==> src/rtl/fc_irq_pkg.sv <==
package fc_irq_pkg;
   // held-event / mask bit positions
   localparam int IB_WPF   = 0;
   localparam int IB_ECC   = 1;
   localparam int IB_DERR  = 2;
   localparam int IB_DFAIL = 3;
   localparam int IB_CRDY  = 4;
   localparam int IB_DRDY  = 5;
   localparam int EV_N     = 6;
   // live word: fixed low fields, then count, then failure
   localparam int RAW_FIXED = 5;
endpackage

==> src/rtl/fc_irq_latch.sv <==
module fc_irq_latch #(
   parameter int N = 6
) (
   input  logic         clk,
   input  logic         rst_n,
   input  logic [N-1:0] src,
   input  logic         clr,
   output logic [N-1:0] lat
);
   generate
      for (genvar i = 0; i < N; i++) begin : g_bit
         logic s_q;
         logic l_q;
         always_ff @(posedge clk or negedge rst_n) begin
            if (!rst_n) begin
               s_q <= 1'b0;
               l_q <= 1'b0;
            end else begin
               s_q <= src[i];
               // clear and new rise combine: the rise wins
               l_q <= (l_q & ~clr) | (src[i] & ~s_q);
            end
         end
         assign lat[i] = l_q;
      end
   endgenerate
endmodule

==> src/rtl/fc_irq_raw.sv <==
module fc_irq_raw #(
   parameter int CNT_W = 2,
   localparam int W    = fc_irq_pkg::RAW_FIXED + CNT_W
) (
   input  logic             clk,
   input  logic             rst_n,
   input  logic             dev_rdy,
   input  logic             ctl_rdy,
   input  logic             ecc_rdy,
   input  logic             dec_err,
   input  logic             dec_fail,
   input  logic [CNT_W-1:0] cnt_m1,
   output logic [W-1:0]     raw_q
);
   always_ff @(posedge clk or negedge rst_n) begin
      if (!rst_n) raw_q <= '0;
      else        raw_q <= {dec_fail, cnt_m1, dec_err, ecc_rdy, ctl_rdy, dev_rdy};
   end
endmodule

==> src/rtl/fc_irq_regs.sv <==
module fc_irq_regs #(
   parameter int ADDR_W = 2,
   parameter int DATA_W = 8,
   parameter int N      = 6,
   parameter int RAW_W  = 7,
   parameter logic [ADDR_W-1:0] A_RAW  = 0,
   parameter logic [ADDR_W-1:0] A_ISR  = 1,
   parameter logic [ADDR_W-1:0] A_MASK = 2
) (
   input  logic              clk,
   input  logic              rst_n,
   input  logic              bus_rd,
   input  logic              bus_wr,
   input  logic [ADDR_W-1:0] bus_addr,
   input  logic [DATA_W-1:0] bus_wdata,
   input  logic [RAW_W-1:0]  raw_q,
   input  logic [N-1:0]      lat,
   output logic [N-1:0]      mask_q,
   output logic              isr_clr,
   output logic [DATA_W-1:0] bus_rdata
);
   generate
      if (DATA_W < RAW_W || DATA_W < N) begin : g_bad_width
         $error("fc_irq_regs: data path narrower than a register");
      end
      if (DATA_W > N) begin : g_hi
         logic unused_wdata_hi;
         assign unused_wdata_hi = ^bus_wdata[DATA_W-1:N];
      end
   endgenerate

   always_ff @(posedge clk or negedge rst_n) begin
      if (!rst_n)                           mask_q <= '0;
      else if (bus_wr && bus_addr == A_MASK) mask_q <= bus_wdata[N-1:0];
   end

   assign isr_clr = bus_rd && (bus_addr == A_ISR);

   always_comb begin
      bus_rdata = '0;
      if (bus_rd) begin
         if (bus_addr == A_RAW)       bus_rdata[RAW_W-1:0] = raw_q;
         else if (bus_addr == A_ISR)  bus_rdata[N-1:0]     = lat;
         else if (bus_addr == A_MASK) bus_rdata[N-1:0]     = mask_q;
      end
   end
endmodule

==> src/rtl/fc_irq_unit.sv <==
module fc_irq_unit #(
   parameter int CNT_W  = 2,
   parameter int ADDR_W = 2,
   parameter int DATA_W = 8
) (
   input  logic              clk,
   input  logic              rst_n,
   input  logic              ev_dev_rdy,
   input  logic              ev_ctl_rdy,
   input  logic              ev_dec_fail,
   input  logic              ev_dec_err,
   input  logic              ev_ecc_rdy,
   input  logic              ev_wp_fault,
   input  logic [CNT_W-1:0]  corr_cnt_m1,
   input  logic              bus_rd,
   input  logic              bus_wr,
   input  logic [ADDR_W-1:0] bus_addr,
   input  logic [DATA_W-1:0] bus_wdata,
   output logic [DATA_W-1:0] bus_rdata,
   output logic              irq
);
   import fc_irq_pkg::*;
   localparam int N     = EV_N;
   localparam int RAW_W = RAW_FIXED + CNT_W;

   generate
      if (ADDR_W < 2) begin : g_bad_addr
         $error("fc_irq_unit: three registers need two address bits");
      end
   endgenerate

   logic [N-1:0]     src_vec;
   logic [N-1:0]     isr_q;
   logic [N-1:0]     mask_q;
   logic [RAW_W-1:0] raw_q;
   logic             isr_clr;

   always_comb begin
      src_vec           = '0;
      src_vec[IB_WPF]   = ev_wp_fault;
      src_vec[IB_ECC]   = ev_ecc_rdy;
      src_vec[IB_DERR]  = ev_dec_err;
      src_vec[IB_DFAIL] = ev_dec_fail;
      src_vec[IB_CRDY]  = ev_ctl_rdy;
      src_vec[IB_DRDY]  = ev_dev_rdy;
   end

   fc_irq_latch #(.N(N)) u_latch (
      .clk(clk), .rst_n(rst_n), .src(src_vec), .clr(isr_clr), .lat(isr_q)
   );

   fc_irq_raw #(.CNT_W(CNT_W)) u_raw (
      .clk(clk), .rst_n(rst_n),
      .dev_rdy(ev_dev_rdy), .ctl_rdy(ev_ctl_rdy), .ecc_rdy(ev_ecc_rdy),
      .dec_err(ev_dec_err), .dec_fail(ev_dec_fail), .cnt_m1(corr_cnt_m1),
      .raw_q(raw_q)
   );

   fc_irq_regs #(.ADDR_W(ADDR_W), .DATA_W(DATA_W), .N(N), .RAW_W(RAW_W)) u_regs (
      .clk(clk), .rst_n(rst_n), .bus_rd(bus_rd), .bus_wr(bus_wr),
      .bus_addr(bus_addr), .bus_wdata(bus_wdata), .raw_q(raw_q), .lat(isr_q),
      .mask_q(mask_q), .isr_clr(isr_clr), .bus_rdata(bus_rdata)
   );

   assign irq = |(isr_q & mask_q);
endmodule

==> config.mk <==
export PLATFORM = sky130hd
export DESIGN_NAME = fc_irq_unit
export DESIGN_NICKNAME = d
export VERILOG_FILES = /design/src/rtl/fc_irq_pkg.sv /design/src/rtl/fc_irq_latch.sv /design/src/rtl/fc_irq_raw.sv /design/src/rtl/fc_irq_regs.sv /design/src/rtl/fc_irq_unit.sv
export SDC_FILE = /design/constraint.sdc
export NUM_CORES = 1
export LEC_CHECK = 0
export CAP_MARGIN = 0
export CORE_ASPECT_RATIO = 0.8
export CORE_MARGIN = 2
export CORE_UTILIZATION = 42
export CTS_CLUSTER_SIZE = 25
export DETAILED_ROUTE_END_ITERATION = 16
export PLACE_DENSITY = 0.77
export REMOVE_ABC_BUFFERS = 1
export SLEW_MARGIN = 20
export SYNTH_ARGS = -nofsm -noshare
export SYNTH_HDL_FRONTEND = slang
export SYNTH_HIERARCHICAL = 1
export SYNTH_SLANG_ARGS = --single-unit
export TNS_END_PERCENT = 100
==> constraint.sdc <==
create_clock -name clk -period 1 [get_ports clk]
set_clock_uncertainty 0.1 [all_clocks]
set_input_delay 0.15 -clock clk [delete_from_list [all_inputs] [get_ports clk]]
set_output_delay 0.15 -clock clk [all_outputs]
set_load 0.02 [all_outputs]
### After elaboration in Yosys (flattened, before gate mapping)

Cells that the tools add are included.
Widths: inputs -> output; s select.

* reductions and logical operators: 4
* equality and inequality tests: 2
* muxes and demuxes: 5
* bitwise gates (word level): 26

Operator list (number)
* $mux 6: 3
* $and 1x1->1: 12
* $mux 7: 1
* $not 1->1: 7
* $and 6x6->6: 1
* $or 1x1->1: 6
* $reduce_or 6->1: 1
* $eq 2x1->1 const B: 1
* $eq 2x2->1 const B: 1
* $logic_and 1x1->1: 2
* $logic_not 2->1: 1
* $mux 1: 1

* input bits: 22
* flip-flop bits (word level): 25

### Longest topological paths before layout

* word-level depth: 5
* depth in mapped cells: 5
* depth with buffers taken out: 3

### Modules after synthesis

The synthesis kept the hierarchy.

Modules (own cells, without submodules)
* fc_irq_regs: cells an instance 44, seq. area each 150.1 um^2, times used 1, area an instance 470.5 um^2
* fc_irq_latch: cells an instance 36, seq. area each 300.3 um^2, times used 1, area an instance 427.9 um^2
* fc_irq_raw: cells an instance 7, seq. area each 175.2 um^2, times used 1, area an instance 175.2 um^2
* fc_irq_unit: cells an instance 4, seq. area each 0.0 um^2, times used 1, area an instance 27.5 um^2

### Worst setup path after synthesis

No wires, ideal clock.

* path kind: input-to-output
* start: in bus_addr[0]
* end: out bus_rdata[6]
* path slack: -359 ps
* path buffers: 2
* stages on the path: 3
* arrival: 1109 ps
* cells stage by stage: buf_6 > buf_6 > nor4bb_1

* word-level cells in the longest chain between the ends: 3

RTL lines
* start: declaration: RTL line fc_irq_unit.sv:17 `input logic [ADDR_W-1:0] bus_addr,`
* $logic_not 2->1: RTL line fc_irq_regs.sv:42 `if (bus_addr == A_RAW) bus_rdata[RAW_W-1:0] = raw_q;`
* $mux 1: RTL line fc_irq_regs.sv:42
* $mux 7: RTL line fc_irq_regs.sv:41 `if (bus_rd) begin`
* end: declaration: RTL line fc_irq_unit.sv:19 `output logic [DATA_W-1:0] bus_rdata,`

Every way passes these cells.

### Final worst setup path

* start: reg u_latch.g_bit[3].l_q
* end: out bus_rdata[3]

* word-level cells in the longest chain between the ends: 3

RTL lines
* start: declaration: RTL line fc_irq_latch.sv:13 `logic l_q;`
* start signal: assignment: RTL line fc_irq_latch.sv:21 `l_q <= (l_q & ~clr) | (src[i] & ~s_q);`
* $mux 6: RTL line fc_irq_regs.sv:43 `else if (bus_addr == A_ISR) bus_rdata[N-1:0] = lat;`
* $mux 6: RTL line fc_irq_regs.sv:42
* $mux 7: RTL line fc_irq_regs.sv:41

Every way passes these cells.

==> results_dict.tcl <==
set metrics [dict create \
    status "finished with violations" \
    violations "setup timing" \
    drt_wl_total_um 2340 \
    cp_slowest_cell "dfrtp_1" \
    crit_chain "mux2i_1 > o21ai_1 > and2_1 > buf_6" \
    initial_utilization 0.447 \
    drt_iter0_markers 37 \
    crit_type "reg -> out" \
    grt_pass1_wl_um 3620 \
    maxUsedRoutingLayer "met4" \
    cpPeakStageDelay_ns 0.45 \
    wl_met1_um 991 \
    grt_setup_unrepaired "true" \
    yosysSeqAreaShare 0.568 \
    rows 16 \
    ios 31 \
    grtUsageTotal 0.163 \
    final_max_slew_viol_count 0 \
    synthTopCellsByArea "dfrtp_1, mux2_2, mux2i_1, buf_4, inv_1" \
    final_cells 159 \
    cellPowerDensity_mw_per_mm2 1410 \
    grt.overflow.total 0 \
    hold_slack_ns 0.0566 \
    cp.arrival_ns 1.30 \
    cts_hold_buf 0 \
    ant_nets 0 \
    peakVddDrop_mv 0.570 \
    syn_area_mm2 0.00110 \
    clock-sinks 25 \
    period_share 1.55 \
    path_max_fanout 3 \
    cts-root-buf "clkbuf_4" \
    synth_top_cell_by_area "dfrtp_1" \
    drc_errors 0 \
    internal-power_mw 1.57 \
    wl_met3_um 171 \
    critPathCaptureType "primary output" \
    die_area_mm2 0.00305 \
    switching_share 0.274 \
    synth_top_area_frac 0.568 \
    p_switching_mw 0.591 \
    final_area_mm2 0.00153 \
    first_global_vias 801 \
    wl_per_cell_um 14.7 \
    dpl.hpwl_um 1530 \
    worstSkewPairLatency_ns 0.32 \
    p_clk_frac 0.220 \
    grt_max_degree 26 \
    place_congestion 0.835 \
    start_kind "flip-flop" \
    layout_min_cycle_time_ns 1.55 \
    finalHoldViolCount 0 \
    ys_ff_latch 25 \
    port_buffers 27 \
    fin_ws_ns -0.555 \
    cts-htree-levels 1 \
    viasPerCell 4.89 \
    cts_buffers 3 \
    max_freq_ghz 0.643 \
    drive_above_1_share 0.276 \
    power_mw 2.16 \
    fin_nets 146 \
    clk_path_buf_depth 2 \
    dp.cells 151 \
    postSynthCellCount 91 \
    via_count 777 \
    cp.required_ns 0.75 \
    area_delta_synth_final_pct 39.1 \
    synth.lib_cells_used.distinct 16 \
    n_antenna_cell 0 \
    coreArea_mm2 0.00246 \
    seqPwrFrac 0.549 \
    setup_viol 9 \
    nFillCells 204 \
    setup_tns_ns -3.82 \
    drv_cap 0 \
    pwr-share-comb 0.231 \
    die_y_um 49.8 \
    place_area_mm2 0.00142 \
    first_pass_iters 4 \
    power_leakage_nw 0.739 \
    ys_warn_count 6 \
    cts_tree "done" \
    avgSynthCellArea_um2 12.1 \
    antenna_found_initial 0 \
    die_x_um 61.2 \
    clkTransAtPathRegs_ns 0.14 \
    routed-wl-met2_um 1140 \
    hold_path.class "in -> async" \
]
power groups by stage:
stage	combinational (mW)	clock [mW]	sequential, mW
global route	0.535	0.554	1.19
global placement	0.421	0	1.19
floorplan	0.197	0	1.17
CTS	0.471	0.495	1.18
detailed placement	0.439	0	1.20
finish	0.498	0.475	1.18
logic make-up after synthesis:
| family | after synthesis | synth area share |
|---|---|---|
| mux | 12 | 0.116 |
| buf+inv | 22 | 0.116 |
| compound gates | 15 | 0.0818 |
| other cells | 1 | 0.00341 |
| flops | 25 | 0.568 |
| simple gates | 16 | 0.115 |
cells in the final DEF (no fill, tap or decap), drive strengths merged:
| master | netlist | layout |
|---|---|---|
| dlygate4sd2 | 0 | 2 |
| and3b | 1 | 1 |
| and2 | 6 | 6 |
| conb | 1 | 1 |
| mux2 | 6 | 6 |
| nand3 | 1 | 1 |
| buf | 10 | 19 |
| o22ai | 6 | 6 |
| o21ai | 6 | 6 |
| bufbuf | 0 | 1 |
| clkdlybuf4s50 | 0 | 16 |
| nor4bb | 1 | 1 |
| nand3b | 7 | 7 |
| a22oi | 3 | 3 |
| dfrtp | 25 | 25 |
| inv | 12 | 13 |
| mux2i | 6 | 6 |
| clkbuf | 0 | 3 |
area by class of cell:
| class | instances | area, um2 | area share |
|---|---|---|---|
| flip-flops and latches | 25 | 626 | 0.408 |
| repair buffers | 38 | 412 | 0.269 |
| multi-input cells | 44 | 373 | 0.243 |
| inverters | 12 | 45.0 | 0.0294 |
| well taps | 36 | 45.0 | 0.0294 |
| clock buffers | 3 | 22.5 | 0.0147 |
| clock inverters | 1 | 8.76 | 0.00572 |
critical path: cells and delay by family, from the launching register on:
family	cells	cell delay, ns
simple gates	1	0.14
compound gates	1	0.07
mux	1	0.20
buf+inv	1	0.13
flops	1	0.45
synth_stat cells:
cell / instances
dfrtp_1: 25
inv_1: 12
buf_4: 8
and2_1: 6
mux2_2: 6
mux2i_1: 6
nand3b_1: 6
o21ai_0: 6
o22ai_1: 6
a22oi_1: 3
buf_6: 2
and3b_1: 1
conb_1: 1
nand3_1: 1
nand3b_4: 1
nor4bb_1: 1
path summary, 6_finish.rpt:
check	slack (ns)	end	cells after the start	from
max in group asynchronous	0.59	u_latch/g_bit[5].l_q	2	rst_n
min	0.06	u_regs/mask_q[1]	2	rst_n
max	-0.55	bus_rdata[3]	4	u_latch/g_bit[3].l_q
min in group clk	0.15	u_raw/raw_q[4]	1	corr_cnt_m1[0]
min reg2reg	0.32	u_latch/g_bit[3].l_q	1	u_latch/g_bit[3].s_q
max reg2reg	-0.02	u_latch/g_bit[3].l_q	4	u_latch/g_bit[3].l_q
routing by layer:
metal,vias up,track usage
met2,37,0.273
met5,-,0
met3,4,0.0315
met1,371,0.208
met4,0,0.0507
li1,365,-
registers in the layout (all words and copies together) (netlist names):
| name | count |
|---|---|
| u_latch/g_bit.s_q | 6 |
| u_regs/mask_q | 6 |
| u_raw/raw_q | 7 |
| u_latch/g_bit.l_q | 6 |
through the flow:
step                utilization  setup slack (ns)
finish                    0.622            -0.555
detailed placement        0.578             -1.04
global route              0.622            -0.631
floorplan                     -            -0.203
CTS                       0.609            -0.521
global placement          0.578             -1.00
what timing repair did:
item                       4_1_cts  5_1_grt
pin swaps                        8        4
cloned                           1        0
setup buffers                    1        2
setup endpoints to repair       20        8
gates resized for setup         58        6
Note: power is estimated with default switching activity, not from simulation.
